### config.mk
export PLATFORM = sky130hd
export DESIGN_NAME = codec_irq_unit
export DESIGN_NICKNAME = d
export VERILOG_FILES = /design/src/rtl/codec_irq_pkg.sv /design/src/rtl/jack_sync.sv /design/src/rtl/irq_flags.sv /design/src/rtl/irq_out.sv /design/src/rtl/codec_irq_unit.sv
export SDC_FILE = /design/constraint.sdc
export NUM_CORES = 1
export LEC_CHECK = 0
export BUFFER_PORTS_ARGS = -buffer_cell sky130_fd_sc_hd__buf_4
export CAP_MARGIN = 20
export CORE_MARGIN = 2
export CORE_UTILIZATION = 45
export CTS_CLUSTER_SIZE = 14
export DETAILED_ROUTE_END_ITERATION = 16
export PLACE_DENSITY = 0.8
export SLEW_MARGIN = 20
export SYNTH_ARGS = -nofsm -noshare
export SYNTH_HDL_FRONTEND = slang
export SYNTH_SLANG_ARGS = --single-unit
### constraint.sdc
create_clock -name clk_i -period 2.2 [get_ports clk_i]
set_input_delay 0.66 -clock clk_i [delete_from_list [all_inputs] [get_ports clk_i]]
set_output_delay 0.66 -clock clk_i [all_outputs]
set_load 0.005 [all_outputs]
### src/rtl/codec_irq_pkg.sv
package codec_irq_pkg;
  localparam int unsigned FLAG_W  = 6;
  localparam int unsigned PULSE_W = 5;
  localparam int unsigned CTRL_W  = 8;
  localparam logic [CTRL_W-1:0] CTRL_RST = 8'h3F;

  typedef enum logic [1:0] {
    FORM_LVL_HI = 2'b00,
    FORM_LVL_LO = 2'b01,
    FORM_PLS_HI = 2'b10,
    FORM_PLS_LO = 2'b11
  } irq_form_e;
endpackage

### src/rtl/jack_sync.sv
module jack_sync #(
  parameter int unsigned STAGES = 2
) (
  input  logic clk_i,
  input  logic rst_ni,
  input  logic jack_i,
  output logic lvl_o,
  output logic edge_o
);
  logic [STAGES-1:0] sync_q;
  logic              prev_q;

  always_ff @(posedge clk_i or negedge rst_ni) begin
    if (!rst_ni) begin
      sync_q <= '0;
      prev_q <= 1'b0;
    end else begin
      sync_q <= {sync_q[STAGES-2:0], jack_i};
      prev_q <= sync_q[STAGES-1];
    end
  end

  assign lvl_o  = sync_q[STAGES-1];
  assign edge_o = sync_q[STAGES-1] ^ prev_q;
endmodule

### src/rtl/irq_flags.sv
module irq_flags #(
  parameter int unsigned W = 6
) (
  input  logic         clk_i,
  input  logic         rst_ni,
  input  logic [W-1:0] set_i,
  input  logic         clr_we_i,
  input  logic [W-1:0] clr_i,
  output logic [W-1:0] flag_o
);
  logic [W-1:0] flag_q, clr_m;

  assign clr_m = clr_we_i ? clr_i : '0;

  for (genvar k = 0; k < W; k++) begin : g_bit
    always_ff @(posedge clk_i or negedge rst_ni) begin
      if (!rst_ni)       flag_q[k] <= 1'b0;
      else if (set_i[k]) flag_q[k] <= 1'b1;   // set beats clear
      else if (clr_m[k]) flag_q[k] <= 1'b0;
    end
  end

  assign flag_o = flag_q;

  AST_W1C_CLEARS: assert property (@(posedge clk_i) disable iff (!rst_ni)
    clr_we_i |=> ((flag_q & $past(clr_i & ~set_i)) == '0));
  AST_SET_WINS: assert property (@(posedge clk_i) disable iff (!rst_ni)
    (|set_i) |=> ((flag_q & $past(set_i)) == $past(set_i)));
  AST_IDLE_HOLD: assert property (@(posedge clk_i) disable iff (!rst_ni)
    (!clr_we_i && set_i == '0) |=> $stable(flag_q));
endmodule

### src/rtl/irq_out.sv
module irq_out
  import codec_irq_pkg::*;
(
  input  logic      clk_i,
  input  logic      rst_ni,
  input  logic      pending_i,
  input  irq_form_e form_i,
  output logic      irq_o
);
  logic pend_q, rise;

  always_ff @(posedge clk_i or negedge rst_ni) begin
    if (!rst_ni) pend_q <= 1'b0;
    else         pend_q <= pending_i;
  end

  assign rise = pending_i & ~pend_q;

  always_comb begin
    unique case (form_i)
      FORM_LVL_HI: irq_o = pending_i;
      FORM_LVL_LO: irq_o = ~pending_i;
      FORM_PLS_HI: irq_o = rise;
      FORM_PLS_LO: irq_o = ~rise;
      default:     irq_o = pending_i;
    endcase
  end

  AST_PULSE_HI_ONE: assert property (@(posedge clk_i) disable iff (!rst_ni)
    (form_i == FORM_PLS_HI && irq_o) |=> (form_i != FORM_PLS_HI || !irq_o));
  AST_PULSE_LO_ONE: assert property (@(posedge clk_i) disable iff (!rst_ni)
    (form_i == FORM_PLS_LO && !irq_o) |=> (form_i != FORM_PLS_LO || irq_o));
endmodule

### src/rtl/codec_irq_unit.sv
module codec_irq_unit
  import codec_irq_pkg::*;
#(
  parameter int unsigned SYNC_STAGES = 2
) (
  input  logic                 clk_i,
  input  logic                 rst_ni,
  input  logic [PULSE_W-1:0]   evt_i,
  input  logic                 jack_i,
  input  logic                 flag_we_i,
  input  logic [FLAG_W-1:0]    flag_wdata_i,
  input  logic                 ctrl_we_i,
  input  logic [CTRL_W-1:0]    ctrl_wdata_i,
  output logic [FLAG_W:0]      flag_o,
  output logic [CTRL_W-1:0]    ctrl_o,
  output logic                 irq_o
);
  logic              jack_lvl, jack_edge, pending;
  logic [FLAG_W-1:0] flags, set_vec;
  logic [CTRL_W-1:0] ctrl_q;

  always_ff @(posedge clk_i or negedge rst_ni) begin
    if (!rst_ni)        ctrl_q <= CTRL_RST;
    else if (ctrl_we_i) ctrl_q <= ctrl_wdata_i;
  end

  jack_sync #(.STAGES(SYNC_STAGES)) u_jack (
    .clk_i  (clk_i),
    .rst_ni (rst_ni),
    .jack_i (jack_i),
    .lvl_o  (jack_lvl),
    .edge_o (jack_edge)
  );

  assign set_vec = {jack_edge, evt_i};

  irq_flags #(.W(FLAG_W)) u_flags (
    .clk_i    (clk_i),
    .rst_ni   (rst_ni),
    .set_i    (set_vec),
    .clr_we_i (flag_we_i),
    .clr_i    (flag_wdata_i),
    .flag_o   (flags)
  );

  assign pending = |(flags & ~ctrl_q[FLAG_W-1:0]);

  irq_out u_out (
    .clk_i     (clk_i),
    .rst_ni    (rst_ni),
    .pending_i (pending),
    .form_i    (irq_form_e'(ctrl_q[CTRL_W-1:CTRL_W-2])),
    .irq_o     (irq_o)
  );

  assign flag_o = {jack_lvl, flags};
  assign ctrl_o = ctrl_q;

  AST_JACK_EDGE_FLAG: assert property (@(posedge clk_i) disable iff (!rst_ni)
    (flag_o[FLAG_W] != $past(flag_o[FLAG_W])) |=> flag_o[FLAG_W-1]);
  AST_CTRL_LOAD: assert property (@(posedge clk_i) disable iff (!rst_ni)
    ctrl_we_i |=> (ctrl_o == $past(ctrl_wdata_i)));
endmodule

==> flow_summary.json, run 1 <==
{
  "outcome": "finished with violations",
  "failed_checks": "setup timing",
  "multi_input_comb_area_um2": 214.0,
  "global_route.overflow_total": 0,
  "path_max_fanout": 2,
  "antenna_found_initial": 0,
  "antenna-diode-count": 0,
  "io-pin-count": 40,
  "cts_max_path_buffers": 2,
  "power_per_unit_of_standard_cell_area_mw_per_mm2": 651.6,
  "synth-seq-cells": 18,
  "drc_errors": 0,
  "gp_congestion": 0.7211,
  "n_fill_cell": 125,
  "tritoncts_clock_tree": "done",
  "vdd.ir_drop.worst_mv": 0.4829,
  "cp-start-kind": "register",
  "floorplan.initialDensity": 0.4748,
  "finalClockSkew_ps": 3.371,
  "route.antenna.remaining_nets": 0,
  "maximum_operating_frequency_ghz": 0.4532,
  "postCtsSetupBuffers": 0,
  "fp-row-count": 14,
  "numCtsBuffers": 3,
  "max-cap-violations": 0,
  "drive_above_1_share": 0.5773,
  "post-place-ws_ps": 294.7,
  "place_inst": 110,
  "finish.cell_count_without_fillers": 113,
  "avgSynthCellArea_um2": 12.40,
  "final_critical_path_required_period_ps": 2207,
  "drt_first_pass_iters": 1,
  "chipWidth_um": 43.64,
  "maxSlewViolCount": 0,
  "ys.warnings.count": 0,
  "syn_area_um2": 706.9,
  "yosys.cell_types.count": 14,
  "setup.worst_path.class": "register to output pin",
  "finish.instance_area_mm2": 0.001030,
  "design.final.nets": 123,
  "worstSetupEndpointType": "output pin",
  "clkTransAtPathRegs_ps": 90,
  "placed_cell_area_mm2": 0.001007,
  "ctsHtreeMaxLevel": 1,
  "die_h_um": 43.64,
  "grt_setup_unrepaired": "true",
  "max-slew-margin-rel": 0.8444,
  "placement.io_buffers": 39,
  "layout_worst_path_cycle_share": 1.003,
  "setup_violating_endpoint_count_in_the_final_report": 1,
  "hp-class": "input pin to async pin",
  "grt_max_degree": 19,
  "first_global_vias": 657,
  "setup_ws_ps": -6.662,
  "data_arrival_time_of_the_critical_path_ps": 1550,
  "viasPerCell": 4.920,
  "worst_pin_slew_ps": 233.4,
  "cts_num_sinks": 18,
  "leakage_nw": 0.5186,
  "hold_viol": 0,
  "drt_first_iter_violations": 0,
  "syn_to_final_growth_pct": 45.66,
  "synthesis.nets": 81,
  "finalHoldWorstSlack_ps": 220.5,
  "cts_root_buf": "clkbuf_4",
  "syn_inst": 57,
  "design.die.area_mm2": 0.001904,
  "required_ps": 1540,
  "synth-seq-area-share": 0.6478,
  "detailedPlacementHpwl_um": 1184,
  "global_route_wire_length_before_repair_um": 2642,
  "track_usage": 0.1944,
  "wl_per_cell_um": 13.10,
  "clock_latency_ps": 290,
  "core_area_mm2": 0.001489,
  "via_count": 556,
  "register_area_um2": 457.9,
  "postRouteWirelength_um": 1480
}
==> synth_stat cells <==
master | n | area (µm²)
o21ai_0 | 2 | 10.01
buf_4 | 1 | 7.510
o22ai_1 | 2 | 12.51
dfrtp_1 | 12 | 300.3
buf_2 | 1 | 5.000
dfstp_2 | 6 | 157.7
xnor2_1 | 2 | 17.52
inv_1 | 6 | 22.52
or3_1 | 1 | 6.260
mux2_2 | 6 | 67.56
o31ai_2 | 1 | 12.51
nand2_1 | 11 | 41.29
a22o_1 | 1 | 8.760
a21o_1 | 5 | 37.54
==> cell type report <==
cell class              count  area share
repair buffers             39      0.2843
flip-flops and latches     18      0.4447
inverters                   6     0.02187
well taps                  16     0.01944
multi-input cells          31      0.2078
clock buffers               3     0.02187
==> through the flow <==
stage	power (mW)	utilization	TNS, ps
2_1_floorplan	0.4361	-	0
3_3_place_gp	0.5199	0.6765	0
3_5_place_dp	0.5254	0.6765	0
6_report	0.6710	0.6916	-6.662
4_1_cts	0.6827	0.6916	-29.35
5_1_grt	0.7075	0.6916	-123.1
==> worst paths after layout <==
path / to / slack, ps / from / cells past startpoint
hold / removal: ctrl_o[7] / 220 / rst_ni / 1
setup reg to reg: u_out.pend_q / 1000 / ctrl_o[0] / 3
min in group clk_i: u_jack.sync_q[1] / 370 / u_jack.sync_q[0] / 0
hold reg to reg: u_jack.sync_q[1] / 370 / u_jack.sync_q[0] / 0
max in group asynchronous: ctrl_o[2] / 1720 / rst_ni / 1
setup / recovery: irq_o / -7 / ctrl_o[0] / 5
==> registers in the layout, indices dropped and copies added, names as in the netlist <==
signal / flops
ctrl_o: 8
u_flags.flag_o: 6
u_jack.prev_q: 1
u_jack.sync_q: 2
u_out.pend_q: 1
==> metal layers <==
layer  track usage  share of wire
met1        0.1935           0.35
met2        0.3647           0.52
met3       0.04167          0.097
met4        0.1091          0.024
met5             0              0
==> where the power goes <==
group          internal, mW  total (mW)  switching (mW)
clock network        0.0636       0.154          0.0905
registers             0.365       0.384          0.0190
logic                0.0851       0.133          0.0479
total                 0.514       0.671           0.157
==> critical path, cell delays in order, from the launching register on <==
cell and delay (ps):
dfstp_2 550, inv_2 30, a22o_1 210, o31ai_2 200
xnor2_1 140, buf_4 130
==> cell usage in the layout, fill, tap and decap left out <==
cell | netlist | layout
a21o_1 | 5 | 5
clkbuf_4 | 0 | 3
or3_1 | 1 | 1
dfstp_2 | 6 | 6
buf_4 | 1 | 39
dfrtp_1 | 12 | 12
nand2_1 | 11 | 11
o31ai_2 | 1 | 1
mux2_2 | 6 | 6
xnor2_1 | 2 | 2
inv_1 | 6 | 5
inv_2 | 0 | 1
o22ai_1 | 2 | 2
a22o_1 | 1 | 1
o21ai_0 | 2 | 2
==> kinds of logic (layout without fill, tap and decap cells) <==
group,count (synthesis),after routing,synth area share
AO/OA/AOI/OAI,11,11,0.1150
XOR/XNOR,2,2,0.02478
buffers and inverters,8,48,0.04955
flip-flops,18,18,0.6478
multiplexers,6,6,0.09557
AND/OR/NAND/NOR,12,12,0.06726
==> timing repair <==
action	in CTS	in global routing
resized for setup	1	0
setup endpoints to repair	1	1
hold buffers	0	0
endpoints found under the hold margin	0	0
Power figures use the tool's default switching activity.
==> run 2: changes to the inputs <==
--- a/config.mk
+++ b/config.mk
@@ -5,6 +5,7 @@
 export SDC_FILE = /design/constraint.sdc
 export NUM_CORES = 1
 export LEC_CHECK = 0
+export ABC_AREA = 1
 export BUFFER_PORTS_ARGS = -buffer_cell sky130_fd_sc_hd__buf_4
 export CAP_MARGIN = 20
 export CORE_MARGIN = 2
==> flow_summary.json, run 2 <==
{
  "outcome": "complete, no violations",
  "largest_reg_flops": 8,
  "multi_input_comb_area_um2": 217.7,
  "register_area_um2": 457.9,
  "yosys.cell_types.count": 14,
  "sequentialPowerShare": 0.541,
  "postRouteWirelength_um": 1392,
  "final_critical_path_required_period_ps": 2053,
  "post-place-ws_ps": 459.7,
  "gp_congestion": 0.7036,
  "drt_first_pass_iters": 4,
  "ys_top_cells_by_count": "nand2_1, dfrtp_1, inv_1",
  "hp-class": "input pin to async pin",
  "syn_to_final_growth_pct": 46.35,
  "vdd.ir_drop.worst_mv": 0.4203,
  "synthesis.nets": 97,
  "detailedPlacementHpwl_um": 1132,
  "synth_ff_type": "dfrtp_1",
  "drc_errors": 0,
  "share_of_synthesized_flip_flops_with_an_asynchronous_set_or_reset": 1.000,
  "data_arrival_time_of_the_critical_path_ps": 1390,
  "placed_cell_area_mm2": 0.001018,
  "synth_top_area_frac": 0.4167,
  "synth-seq-area-share": 0.6354,
  "postCtsSetupBuffers": 0,
  "synth_enable_flop_cells": 0,
  "avgSynthCellArea_um2": 9.872,
  "synth.area.top_cells": "dfrtp_1, dfstp_2, nand2_1",
  "drt_first_iter_violations": 13,
  "internal_pwr_total_mw": 0.5391,
  "fp-row-count": 14,
  "layout_worst_path_cycle_share": 0.9331,
  "io-pin-count": 40,
  "core_area_mm2": 0.001506,
  "most_instantiated_library_cell_after_synthesis": "nand2_1",
  "floorplan.initialDensity": 0.4784,
  "syn_area_um2": 720.7,
  "antenna_found_initial": 0,
  "design.final.nets": 139,
  "ctsHtreeMaxLevel": 1,
  "n_fill_cell": 129,
  "max-slew-margin-rel": 0.8543,
  "finish.instance_area_mm2": 0.001055,
  "finalClockSkew_ps": 5.264,
  "cts_root_buf": "clkbuf_4",
  "placement.io_buffers": 39,
  "synth_top_family_by_area": "simple AND/OR/NAND/NOR gates",
  "synth_compound_gate_area_share": 0.1007,
  "chipWidth_um": 44.02,
  "power_per_unit_of_standard_cell_area_mw_per_mm2": 662.8,
  "design.die.area_mm2": 0.001938,
  "switching_share": 0.2288,
  "cts_max_path_buffers": 2,
  "via_count": 608,
  "power.total_mw": 0.6991,
  "setup.worst_path.class": "register to output pin",
  "ys.warnings.count": 0,
  "syn_inst": 73,
  "switchingPower_mw": 0.1599,
  "critical_path.reg2reg.startpoint": "ctrl_o[2]",
  "clock_latency_ps": 280,
  "leakage_nw": 0.5541,
  "mostFrequentLayoutCell": "buf_4",
  "maxSlewViolCount": 0,
  "tritoncts_clock_tree": "done",
  "cp-start-kind": "register",
  "critical_path_most_common_cell": "nand2_1",
  "max-cap-violations": 0,
  "setup_ws_ps": 147.1,
  "worstSetupEndpointType": "output pin",
  "setup_tns_ps": 0,
  "grt_max_degree": 19,
  "worst_r2r_endpoint": "u_out.pend_q",
  "mostFrequentLayoutCells": "buf_4, nand2_1, dfrtp_1",
  "numCtsBuffers": 3,
  "synth-seq-cells": 18,
  "setup_violating_endpoint_count_in_the_final_report": 0,
  "crit_buf_inv": 2,
  "route.antenna.remaining_nets": 0,
  "yosys-mux-area-fraction": 0.01563,
  "global_route.overflow_total": 0,
  "critical_path_cell_count": 9,
  "critical_path.slowest_cell": "dfstp_2",
  "comb_power_share": 0.184,
  "global_route_wire_length_before_repair_um": 2297,
  "required_ps": 1540,
  "critical_path.max_stage_delay_ps": 540,
  "grt_setup_unrepaired": "false",
  "antenna-diode-count": 0,
  "worstSetupEndpoint": "irq_o",
  "synthDominantAreaCellType": "dfrtp_1",
  "synth-simple-area-share": 0.1736,
  "hold_viol": 0,
  "cts_num_sinks": 18,
  "drive_above_1_share": 0.4649,
  "viasPerCell": 4.677,
  "worst_pin_slew_ps": 218.6,
  "reg2reg_depth": 5,
  "maximum_operating_frequency_ghz": 0.4871,
  "path_max_fanout": 3,
  "die_h_um": 44.02,
  "cts_hold_buffers": 0,
  "first_global_vias": 574,
  "cts.repair.resized": 0,
  "power_frac_clock": 0.275,
  "track_usage": 0.1652,
  "clkTransAtPathRegs_ps": 100,
  "critical_path.top_delay_family": "flip-flops",
  "wl_per_cell_um": 10.71,
  "synthXorXnorAreaFrac": 0.01215,
  "synth_adder_area_share": 0,
  "final_core_utilization": 0.7002,
  "critical_path.cell_chain": "inv_1 > nand2_1 > nand2_1 > nor2_2 > nand2_2 > nand2_1 > nand2_1 > nand2_1 > buf_4",
  "reg2reg_setup_slack_ps": 1230,
  "cp-startpoint": "ctrl_o[2]"
}
-- run 2: cell type report --
type	instances	area share
flip-flops and latches	18	0.4342
inverters	8	0.02847
multi-input cells	45	0.2064
well taps	16	0.01898
clock buffers	4	0.03440
repair buffers	39	0.2776
-- run 2: metrics by stage --
stage / hold WS, ps / std cells
2_1_floorplan: 331.2 / 73
3_3_place_gp: 337.2 / 126
3_5_place_dp: 340.3 / 126
4_1_cts: 219.2 / 130
5_1_grt: 217.4 / 130
6_report: 221.9 / 130
-- run 2: how the worst min path moves through the flow --
stage	endpoint	slack (ps)	cells past startpoint
global placement	u_jack.sync_q[1]	340	0
global route	u_flags.flag_o[4]	220	1
detailed placement	u_jack.sync_q[1]	340	0
floorplan	u_jack.sync_q[1]	330	0
finish	u_out.pend_q	220	1
CTS	u_out.pend_q	220	1
-- run 2: routing by layer --
layer	track usage	share of wire
met3	0.02857	0.076
met1	0.1973	0.39
met2	0.2824	0.52
met5	0	0
met4	0.09091	0.014
-- run 2: logic make-up (layout without fill, tap and decap cells) --
group           after synthesis  in the layout
mux                           1              1
buf+inv                      10             51
compound gates               12             12
xor+xnor                      1              1
simple gates                 31             31
flops                        18             18
-- run 2: power by group through the flow --
stage	registers, mW	clock network (mW)	logic (mW)
finish	0.378	0.192	0.129
global route	0.382	0.216	0.145
CTS	0.379	0.201	0.132
detailed placement	0.385	0	0.131
global placement	0.384	0	0.128
floorplan	0.385	0	0.0458
==> run 3: changes to the inputs <==
--- a/config.mk
+++ b/config.mk
@@ -8,7 +8,6 @@
 export ABC_AREA = 1
 export BUFFER_PORTS_ARGS = -buffer_cell sky130_fd_sc_hd__buf_4
 export CAP_MARGIN = 20
-export CORE_MARGIN = 2
 export CORE_UTILIZATION = 45
 export CTS_CLUSTER_SIZE = 14
 export DETAILED_ROUTE_END_ITERATION = 16
==> flow_summary.json, run 3 (synthesis results as in run 2) <==
{
  "switching_share": 0.2324,
  "maxSlewViolCount": 0,
  "wl_per_cell_um": 11.04,
  "design.final.nets": 139,
  "grt_max_degree": 19,
  "cts_num_sinks": 18,
  "ctsHtreeMaxLevel": 1,
  "track_usage": 0.1808,
  "vdd.ir_drop.worst_mv": 0.4168,
  "power_per_unit_of_standard_cell_area_mw_per_mm2": 665.9,
  "critical_path.top_delay_family": "flip-flops",
  "viasPerCell": 4.708,
  "placement.io_buffers": 39,
  "global_route_wire_length_before_repair_um": 2332,
  "final_core_utilization": 0.7002,
  "setup_tns_ps": 0,
  "setup.worst_path.class": "register to output pin",
  "postCtsSetupBuffers": 0,
  "first_global_vias": 564,
  "hold_viol": 0,
  "route.antenna.remaining_nets": 0,
  "data_arrival_time_of_the_critical_path_ps": 1390,
  "critical_path.slowest_cell": "dfstp_2",
  "multi_input_comb_area_um2": 217.7,
  "postRouteWirelength_um": 1435,
  "outcome": "complete, no violations",
  "cp-start-kind": "register",
  "cp-startpoint": "ctrl_o[0]",
  "antenna_found_initial": 0,
  "tritoncts_clock_tree": "done",
  "core_area_mm2": 0.001506,
  "drc_errors": 0,
  "switchingPower_mw": 0.1632,
  "antenna-diode-count": 0,
  "cts_root_buf": "clkbuf_4",
  "floorplan.initialDensity": 0.4784,
  "cts_max_path_buffers": 2,
  "drive_above_1_share": 0.4649,
  "fp-row-count": 14,
  "critical_path.reg2reg.startpoint": "ctrl_o[0]",
  "detailedPlacementHpwl_um": 1171,
  "hp-class": "input pin to async pin",
  "register_area_um2": 457.9,
  "placed_cell_area_mm2": 0.001018,
  "grt_setup_unrepaired": "false",
  "critical_path.cell_chain": "inv_1 > nand2_1 > nand2_1 > nor2_2 > nand2_2 > nand2_1 > nand2_1 > nand2_1 > buf_4",
  "worst_pin_slew_ps": 216.7,
  "final_critical_path_required_period_ps": 2052,
  "gp_congestion": 0.7215,
  "critical_path_most_common_cell": "nand2_1",
  "max-cap-violations": 0,
  "post-place-ws_ps": 461.1,
  "crit_buf_inv": 2,
  "mostFrequentLayoutCells": "buf_4, nand2_1, dfrtp_1",
  "design.die.area_mm2": 0.001766,
  "largest_reg_flops": 8,
  "power_frac_clock": 0.276,
  "leakage_nw": 0.5541,
  "via_count": 612,
  "drt_first_pass_iters": 4,
  "setup_violating_endpoint_count_in_the_final_report": 0,
  "internal_pwr_total_mw": 0.5391,
  "global_route.overflow_total": 0,
  "sequentialPowerShare": 0.539,
  "finalClockSkew_ps": 0.8303,
  "finish.instance_area_mm2": 0.001055,
  "n_fill_cell": 131,
  "critical_path.max_stage_delay_ps": 540,
  "mostFrequentLayoutCell": "buf_4",
  "clock_latency_ps": 280,
  "cts_hold_buffers": 0,
  "chipWidth_um": 42.02,
  "clkTransAtPathRegs_ps": 100,
  "maximum_operating_frequency_ghz": 0.4872,
  "path_max_fanout": 3,
  "drt_first_iter_violations": 14,
  "max-slew-margin-rel": 0.8555,
  "io-pin-count": 40,
  "comb_power_share": 0.185,
  "syn_to_final_growth_pct": 46.35,
  "cts.repair.resized": 0,
  "required_ps": 1540,
  "layout_worst_path_cycle_share": 0.9329,
  "setup_ws_ps": 147.6,
  "worstSetupEndpointType": "output pin",
  "die_h_um": 42.02,
  "numCtsBuffers": 3
}
run 3: cell counts in the layout (fill, tap and decap cells not counted):
Identical to the previous run, type by type.
run 3: final timing paths:
path	endpoint	slack [ps]	depth (start not counted)
worst min-delay path	ctrl_o[7]	220	1
worst max register to register	u_out.pend_q	1230	5
max in group asynchronous	ctrl_o[2]	1730	1
worst max-delay path	irq_o	150	9
min in group clk_i	u_jack.sync_q[1]	370	0
worst min register to register	u_jack.sync_q[1]	370	0
run 3: layout make-up:
type                       count  share of cell area
sequential                    18              0.4342
multi-input combinational     45              0.2064
tap                           16             0.01898
clock buffer                   4             0.03440
timing repair buffer          39              0.2776
inverter                       8             0.02847
run 3: metal layers:
| layer | global-route usage | routed length (µm) | vias to the layer above |
|---|---|---|---|
| met1 | 0.1959 | 552 | 278 |
| met4 | 0.03750 | 16 | 0 |
| met3 | 0.06034 | 98 | 4 |
| met2 | 0.3406 | 768 | 24 |
| li1 | - | - | 306 |
| met5 | 0 | 0 | - |
run 3: through the flow:
step,hold WS [ps],power [mW],std cells
after global routing,211.6,0.7433,130
after floorplan,331.2,0.4309,73
after CTS,221.5,0.7106,130
after global placement,337.4,0.5114,126
after detailed placement,336.4,0.5171,126
final,223.9,0.7023,130
run 3: power groups by stage:
stage | clock (mW) | combinational (mW) | sequential (mW)
2_1_floorplan | 0 | 0.0458 | 0.385
4_1_cts | 0.199 | 0.133 | 0.379
5_1_grt | 0.216 | 0.146 | 0.382
6_report | 0.194 | 0.130 | 0.379
3_3_place_gp | 0 | 0.128 | 0.384
3_5_place_dp | 0 | 0.132 | 0.385
